File: src/rtl/ssq_pkg.sv
package ssq_pkg;
  typedef enum logic [2:0] {
    SQ_IDLE   = 3'd0,
    SQ_RAMP   = 3'd1,
    SQ_REG    = 3'd2,
    SQ_HICCUP = 3'd3,
    SQ_THERM  = 3'd4
  } sq_state_t;
endpackage

File: src/rtl/ssq_tick_timer.sv
module ssq_tick_timer #(
  parameter int TICKS_PER_STEP = 32
) (
  input  logic clk,
  input  logic rst,
  input  logic clr,
  input  logic run,
  input  logic tick,
  output logic step_done
);
  localparam int SUB_W = (TICKS_PER_STEP > 1) ? $clog2(TICKS_PER_STEP) : 1;
  localparam logic [SUB_W-1:0] SUB_LAST = SUB_W'(TICKS_PER_STEP - 1);

  logic [SUB_W-1:0] sub_q;

  assign step_done = run && tick && (sub_q == SUB_LAST);

  always_ff @(posedge clk) begin
    if (rst || clr) begin
      sub_q <= '0;
    end else if (run && tick) begin
      if (step_done) sub_q <= '0;
      else           sub_q <= sub_q + 1'b1;
    end
  end
endmodule

File: src/rtl/ssq_step_code.sv
module ssq_step_code #(
  parameter int STEPS  = 64,
  parameter int CODE_W = 7
) (
  input  logic              clk,
  input  logic              rst,
  input  logic              clr,
  input  logic              step_done,
  input  logic              show_ramp,
  input  logic              show_full,
  output logic              wrap_o,
  output logic [CODE_W-1:0] code_o
);
  localparam logic [CODE_W-1:0] FULL     = CODE_W'(STEPS);
  localparam logic [CODE_W-1:0] PRE_FULL = CODE_W'(STEPS - 1);

  logic [CODE_W-1:0] step_q;
  logic [CODE_W-1:0] step_next;

  assign wrap_o = step_done && (step_q == PRE_FULL);

  always_comb begin
    if (clr)            step_next = '0;
    else if (step_done) step_next = step_q + 1'b1;
    else                step_next = step_q;
  end

  always_ff @(posedge clk) begin
    if (rst) begin
      step_q <= '0;
      code_o <= '0;
    end else begin
      step_q <= step_next;
      if (show_full)      code_o <= FULL;
      else if (show_ramp) code_o <= step_next;
      else                code_o <= '0;
    end
  end
endmodule

File: src/rtl/ssq_ctrl.sv
module ssq_ctrl
  import ssq_pkg::*;
(
  input  logic clk,
  input  logic rst,
  input  logic en_i,
  input  logic therm_i,
  input  logic ocp_i,
  input  logic wrap,
  output logic run,
  output logic clr,
  output logic show_ramp,
  output logic show_full,
  output logic ss_active_o,
  output logic in_reg_o,
  output logic inhibit_o,
  output logic ocp_skip_o
);
  sq_state_t state_q, state_d;

  always_comb begin
    state_d = state_q;
    if (!en_i) begin
      state_d = SQ_IDLE;
    end else if (therm_i) begin
      state_d = SQ_THERM;
    end else begin
      case (state_q)
        SQ_IDLE:   state_d = SQ_RAMP;
        SQ_THERM:  state_d = SQ_RAMP;
        SQ_RAMP:   if (wrap) state_d = SQ_REG;
        SQ_REG:    if (ocp_i) state_d = SQ_HICCUP;
        SQ_HICCUP: if (wrap) state_d = SQ_RAMP;
        default:   state_d = SQ_IDLE;
      endcase
    end
  end

  assign run       = (state_q == SQ_RAMP) || (state_q == SQ_HICCUP);
  assign clr       = (state_d != state_q);
  assign show_ramp = (state_d == SQ_RAMP);
  assign show_full = (state_d == SQ_REG);

  always_ff @(posedge clk) begin
    if (rst) begin
      state_q     <= SQ_IDLE;
      ss_active_o <= 1'b0;
      in_reg_o    <= 1'b0;
      inhibit_o   <= 1'b1;
      ocp_skip_o  <= 1'b0;
    end else begin
      state_q     <= state_d;
      ss_active_o <= (state_d == SQ_RAMP);
      in_reg_o    <= (state_d == SQ_REG);
      inhibit_o   <= !((state_d == SQ_RAMP) || (state_d == SQ_REG));
      ocp_skip_o  <= (state_d == SQ_RAMP) && ocp_i;
    end
  end
endmodule

File: src/rtl/ssramp_seq.sv
module ssramp_seq #(
  parameter int STEPS          = 64,
  parameter int TICKS_PER_STEP = 32,
  parameter int CODE_W         = $clog2(STEPS + 1)
) (
  input  logic              clk,
  input  logic              rst,
  input  logic              tick_i,
  input  logic              en_i,
  input  logic              ocp_i,
  input  logic              therm_i,
  output logic [CODE_W-1:0] ref_code_o,
  output logic              ss_active_o,
  output logic              in_reg_o,
  output logic              inhibit_o,
  output logic              ocp_skip_o
);
  logic run, clr, step_done, wrap, show_ramp, show_full;

  ssq_ctrl ctrl_i (
    .clk        (clk),
    .rst        (rst),
    .en_i       (en_i),
    .therm_i    (therm_i),
    .ocp_i      (ocp_i),
    .wrap       (wrap),
    .run        (run),
    .clr        (clr),
    .show_ramp  (show_ramp),
    .show_full  (show_full),
    .ss_active_o(ss_active_o),
    .in_reg_o   (in_reg_o),
    .inhibit_o  (inhibit_o),
    .ocp_skip_o (ocp_skip_o)
  );

  ssq_tick_timer #(.TICKS_PER_STEP(TICKS_PER_STEP)) timer_i (
    .clk      (clk),
    .rst      (rst),
    .clr      (clr),
    .run      (run),
    .tick     (tick_i),
    .step_done(step_done)
  );

  ssq_step_code #(.STEPS(STEPS), .CODE_W(CODE_W)) code_i (
    .clk      (clk),
    .rst      (rst),
    .clr      (clr),
    .step_done(step_done),
    .show_ramp(show_ramp),
    .show_full(show_full),
    .wrap_o   (wrap),
    .code_o   (ref_code_o)
  );
endmodule

File: config.mk
export PLATFORM = sky130hd
export DESIGN_NAME = ssramp_seq
export DESIGN_NICKNAME = d
export VERILOG_FILES = /design/src/rtl/ssq_pkg.sv /design/src/rtl/ssq_tick_timer.sv /design/src/rtl/ssq_step_code.sv /design/src/rtl/ssq_ctrl.sv /design/src/rtl/ssramp_seq.sv
export SDC_FILE = /design/constraint.sdc
export NUM_CORES = 1
export LEC_CHECK = 0
export ABC_AREA = 1
export BUFFER_PORTS_ARGS = -buffer_cell sky130_fd_sc_hd__buf_2
export CAP_MARGIN = 15
export CELL_PAD_IN_SITES_DETAIL_PLACEMENT = 1
export CELL_PAD_IN_SITES_GLOBAL_PLACEMENT = 1
export CORE_MARGIN = 3
export CORE_UTILIZATION = 40
export DETAILED_ROUTE_END_ITERATION = 12
export PLACE_DENSITY = 0.83
export SLEW_MARGIN = 15
export SYNTH_ARGS = -nofsm -noshare
export SYNTH_HDL_FRONTEND = slang
export SYNTH_SLANG_ARGS = --single-unit
File: constraint.sdc
create_clock -name clk -period 2.5 [get_ports clk]
set_clock_uncertainty 0.2 [all_clocks]
set_input_delay 0.125 -clock clk [delete_from_list [all_inputs] [get_ports clk]]
set_output_delay 0.125 -clock clk [all_outputs]
set_load 0.01 [all_outputs]
# Yosys cells after proc, flatten, opt, wreduce, memory -nomap -nowiden
# Cells that the tools add are included.
[op_classes]
addsub = 2
mux = 11
reduce_logical = 11
n_bitwise = 1
eq_ne = 9
[ops]
columns = ["op", "count"]
rows = [
  ["$mux W7", 4],
  ["$mux W3", 5],
  ["$pmux W3 S4", 1],
  ["$eq A3 B2 Y1 const B", 3],
  ["$add A7 B1 Y7 const B", 1],
  ["$eq A7 B6 Y1 const B", 1],
  ["$eq A3 B1 Y1 const B", 2],
  ["$add A5 B1 Y5 const B", 1],
  ["$eq A5 B5 Y1 const B", 1],
  ["$mux W5", 1],
  ["$logic_and A1 B1 Y1", 4],
  ["$eq A3 B3 Y1 const B", 1],
  ["$logic_not A3 Y1", 1],
  ["$logic_or A1 B1 Y1", 3],
  ["$ne A3 B3 Y1", 1],
  ["$reduce_or A3 Y1", 1],
  ["$reduce_or A2 Y1", 1],
  ["$logic_not A1 Y1", 1],
  ["$not A1 Y1", 1],
]
[word_totals]
inputBits = 6
regBits = 26
word_cells = 43

# Longest topological paths before layout
[logic_depth]
depth_word = 13
mapped_depth = 16

# Cells and area by module
# From an unflattened synthesis, not the netlist that was laid out.
[hier_totals]
cells_unflattened = 161
hier_area_um2 = 1182.4
[by_module_without_submodules]
columns = ["mod", "area_per_inst_um2", "instances", "cells_per_inst"]
rows = [
  ["ssq_step_code", 541.8, 1, 73],
  ["ssq_ctrl", 380.4, 1, 51],
  ["ssq_tick_timer", 260.2, 1, 37],
]

# Least setup slack after synthesis
# Ideal clock, no wire load.
[synth_path]
kind = "register to register"
startpoint = "reg timer_i.sub_q[0]"
endpoint = "reg timer_i.sub_q[2]"
slack_ns = 0.390
path_stages_with_launch = 15
arrival_time_ns = 1.790
synth_period_minus_slack_ns = 2.110
n_path_buf = 1
cell_sequence = "dfxtp_1 > ha_1 > nand2_1 > nor2_1 > ha_1 > inv_1 > nor2_8 > nand4_1 > nand3_4 > nand2_2 > nand2_2 > nand2_4 > nand2_2 > buf_6 > nor3_2"
[synth_via]
elab_chain_cells = 9
elab_cells_between_ends = 12
[synth_rtl]
columns = ["element", "line_no", "rtl"]
rows = [
  ["from (decl)", "ssq_tick_timer.sv:14", "logic [SUB_W-1:0] sub_q;"],
  ["from (signal assigned)", "ssq_tick_timer.sv:23", "else sub_q <= sub_q + 1'b1;"],
  ["$eq A5 B5 Y1", "ssq_tick_timer.sv:16", "assign step_done = run && tick && (sub_q == SUB_LAST);"],
  ["$logic_and A1 B1 Y1", "ssq_tick_timer.sv:16", ""],
  ["$logic_and A1 B1 Y1", "ssq_step_code.sv:20", "assign wrap_o = step_done && (step_q == PRE_FULL);"],
  ["$mux W3, on equally long branches", "ssq_ctrl.sv:33, ssq_ctrl.sv:31", ""],
  ["$pmux W3 S4", "ssq_ctrl.sv:28", "case (state_q)"],
  ["$mux W3", "ssq_ctrl.sv:25", "end else if (therm_i) begin"],
  ["$mux W3", "ssq_ctrl.sv:23", "if (!en_i) begin"],
  ["$ne A3 B3 Y1", "ssq_ctrl.sv:40", "assign clr = (state_d != state_q);"],
  ["$logic_or A1 B1 Y1", "ssq_tick_timer.sv:19", "if (rst || clr) begin"],
]
# Parallel ways exist; a longest one is shown, timed or not.
# A chain may end at the register's enable or synchronous reset.

# Worst setup path in the final report
[layout_path]
startpoint = "reg timer_i.sub_q[0]"
endpoint = "reg timer_i.sub_q[0]"
# Same word-level chain as after synthesis.

==> flow_metrics.tcl <==
set metrics [dict create \
    synth-seq-cells 26 \
    drive_gt1_share_pct 37.13 \
    grt_pass1_vias 1104 \
    hold_class "input pin to flip-flop" \
    dpl.hpwl_mm 2.086 \
    clockBufferDepth 2 \
    layout.cells.non_filler 209 \
    io-pin-count 17 \
    synth_area_leader_cell "dfxtp_1" \
    crit_start "timer_i.sub_q[0]" \
    firstDrtPassIters 4 \
    regArea_um2 521.8 \
    syn_nets 153 \
    routed_wl_mm 2.816 \
    worstReg2RegStart "timer_i.sub_q[0]" \
    drtIter0Drc 31 \
    routed_via_density 4.876 \
    nNetsFinal 177 \
    crit_chain "ha_1, nand2_1, nor2_1, ha_1, inv_2, nor2_8, nand2_4, nand3_2, nand2_2, nand2_2, nand2_2, nand2_1, nor2_4, nand2_4, nor3_1" \
    status "finished, final reports clean" \
    grt_max_degree 16 \
    finalSetupTns_ns 0 \
    relSlewSlack_pct 72.62 \
    clockRootBuffer "clkbuf_4" \
    ys_types 25 \
    cp_slowest_cell "dfxtp_2" \
    post-synth-top-area-fraction_pct 40.66 \
    pwr_density_cell_mw_per_mm2 517.0 \
    ant_nets 0 \
    overflow 0 \
    path_class "flip-flop to flip-flop" \
    clk_latency_ns 0.33 \
    critPathTopFamily "simple AND/OR/NAND/NOR gates" \
    slowest_delay_ns 0.37 \
    final_area_mm2 0.001500 \
    power.total_mw 0.7756 \
    cp-end-kind "flip-flop" \
    rsz0062_at_grt "no" \
    min_period_ns 2.296 \
    antenna_found_initial 0 \
    path_buf_inv 1 \
    gp_congestion 0.7830 \
    worst_pin_slew_ns 0.4075 \
    ys_warn_count 0 \
    cts_tree "yes" \
    io_buffer_count 16 \
    slew_violations 0 \
    drc 0 \
    drv_cap 0 \
    vias 1019 \
    avgSynthCellArea_um2 8.889 \
    die_area_mm2 0.003915 \
    fin_crit_sh_pct 91.86 \
    cts_max_level 1 \
    diodes 0 \
    core-area_mm2 0.002900 \
    numCtsBuffers 3 \
    worstPathArrival_ns 2.35 \
    start_util_pct 44.13 \
    hold_viol 0 \
    p_leak_nw 0.6568 \
    clk_pin_slew_ns 0.15 \
    ys_top_cells_by_area "dfxtp_1 41%, nand2_1 6.5%, nor3_2 5.5%, xor2_1 4.8%, nor2_1 4.4%" \
    cts_sinks 26 \
    place_area_mm2 0.001401 \
    die_height_um 62.57 \
    worst_ep_required_time_ns 2.56 \
    wl_per_cell_um 13.47 \
    hold_start "tick_i" \
    grt_pass1_wl_mm 5.078 \
    synth_cells 144 \
    multi_input_area_um2 689.4 \
    grt_usage_pct 16.04 \
    syn_area_mm2 0.001280 \
    syn2layout_area_growth_pct 17.20 \
    utilization_pct 51.73 \
    ir_worst_vdd_uv 344.4 \
    fmax_mhz 435.5 \
    r2r_slack_ns 0.20 \
    fill_cells 373 \
    ys_seq_area_share_pct 40.66 \
    dp.cells 201 \
    setup_viol 0 \
    rows 19 \
    fp.dieW_um 62.57 \
    crit_fanout 11 \
    crit_path_start_kind "flip-flop" \
    cp_common_cell "nand2_2" \
]
==> worst paths after layout <==
kind | to | depth (start not counted)
worst max-delay path | timer_i.sub_q[0] | 15
worst min-delay path | timer_i.sub_q[1] | 4
worst max register to register | timer_i.sub_q[0] | 15
worst min register to register | timer_i.sub_q[4] | 2
==> cell usage after synthesis, drive strengths merged <==
cell   count
nor3      12
nor2      24
mux2       1
nand3     13
a21oi      3
and3       1
buf        1
nand2     31
nand4      3
ha         3
inv       17
nor3b      1
dfxtp     26
xor2       7
xnor2      1
==> flip-flops by register name, indices dropped and copies added, names as in the netlist <==
register and flops:
code_i.code_o 7, ctrl_i.state_q 3, code_i.step_q 7, ctrl_i.in_reg_o 1
timer_i.sub_q 5, ctrl_i.ss_active_o 1, ctrl_i.ocp_skip_o 1, ctrl_i.inhibit_o 1
==> cells in the final DEF, fill, tap and decap left out, types with 2 or more instances in the layout <==
master         count
a21oi_2            3
buf_2             16
clkbuf_4           3
dfxtp_1           25
dlygate4sd3_1      4
ha_1               3
inv_1             12
inv_2              5
nand2_1           22
nand2_2            6
nand2_4            3
nand3_1            8
nand3_2            3
nand3_4            2
nand4_1            3
nor2_1            15
nor2_2             6
nor2_8             2
nor3_1             4
nor3_2             7
xor2_1             7
==> worst reg2reg max path: stages, from the launching register on <==
cell and delay, ns:
dfxtp_2 0.37, ha_1 0.21, nand2_1 0.07, nor2_1 0.04, ha_1 0.18, inv_2 0.12
nor2_8 0.07, nand2_4 0.07, nand3_2 0.07, nand2_2 0.10, nand2_2 0.10, nand2_2 0.08
nand2_1 0.08, nor2_4 0.14, nand2_4 0.15, nor3_1 0.17
==> metal layers <==
| layer | part of all wire [%] | global-route usage [%] |
|---|---|---|
| met5 | 0 | 0 |
| met1 | 42 | 17.07 |
| met2 | 55 | 30.89 |
| met4 | 0.96 | 3.306 |
| met3 | 2.6 | 4.676 |
==> where the power goes <==
| part | switching [mW] | internal (mW) | leakage [nW] | total, mW |
|---|---|---|---|---|
| clock | 0.130 | 0.162 | 0.0279 | 0.292 |
| sequential | 0.00338 | 0.418 | 0.211 | 0.421 |
| combinational | 0.0420 | 0.0203 | 0.418 | 0.0622 |
| total | 0.175 | 0.600 | 0.657 | 0.776 |
==> logic make-up (layout without fill, tap and decap cells) <==
| logic type | count (synthesis) | after routing | synth area share [%] |
|---|---|---|---|
| xor gates and xnor gates | 8 | 8 | 5.474 |
| DFF | 26 | 26 | 40.66 |
| muxes | 1 | 1 | 0.8797 |
| buffers and inverters | 18 | 41 | 5.865 |
| and+or+nand+nor | 85 | 85 | 42.13 |
| AOI/OAI and AO/OA | 3 | 3 | 2.053 |
| adders and majority gates | 3 | 3 | 2.933 |
==> timing repair <==
item,in CTS,in global routing
endpoints found under the hold margin,9,0
buffers inserted,0,0
endpoints found under the setup margin,0,20
hold buffers,4,0
gates resized for setup,0,3
==> layout make-up <==
class                           count  share of cell area, %
Clock inverter                      1                  2.002
Inverter                           17                  4.254
Clock buffer                        3                  1.501
Timing Repair Buffer               20                  8.007
Multi-Input combinational cell    100                  45.95
Sequential cell                    26                  34.78
Tap cell                           42                  3.503
==> stage by stage <==
| stage | hold slack (ns) | setup slack (ns) |
|---|---|---|
| floorplan | -0.002617 | 0.3897 |
| global placement | 0.1723 | 0.1933 |
| detailed placement | 0.1913 | 0.05112 |
| CTS | 0.01637 | 0.003633 |
| global route | 0.01185 | 0.004064 |
| finish | 0.02608 | 0.2036 |
No activity file was read; power rests on OpenSTA's default activity.
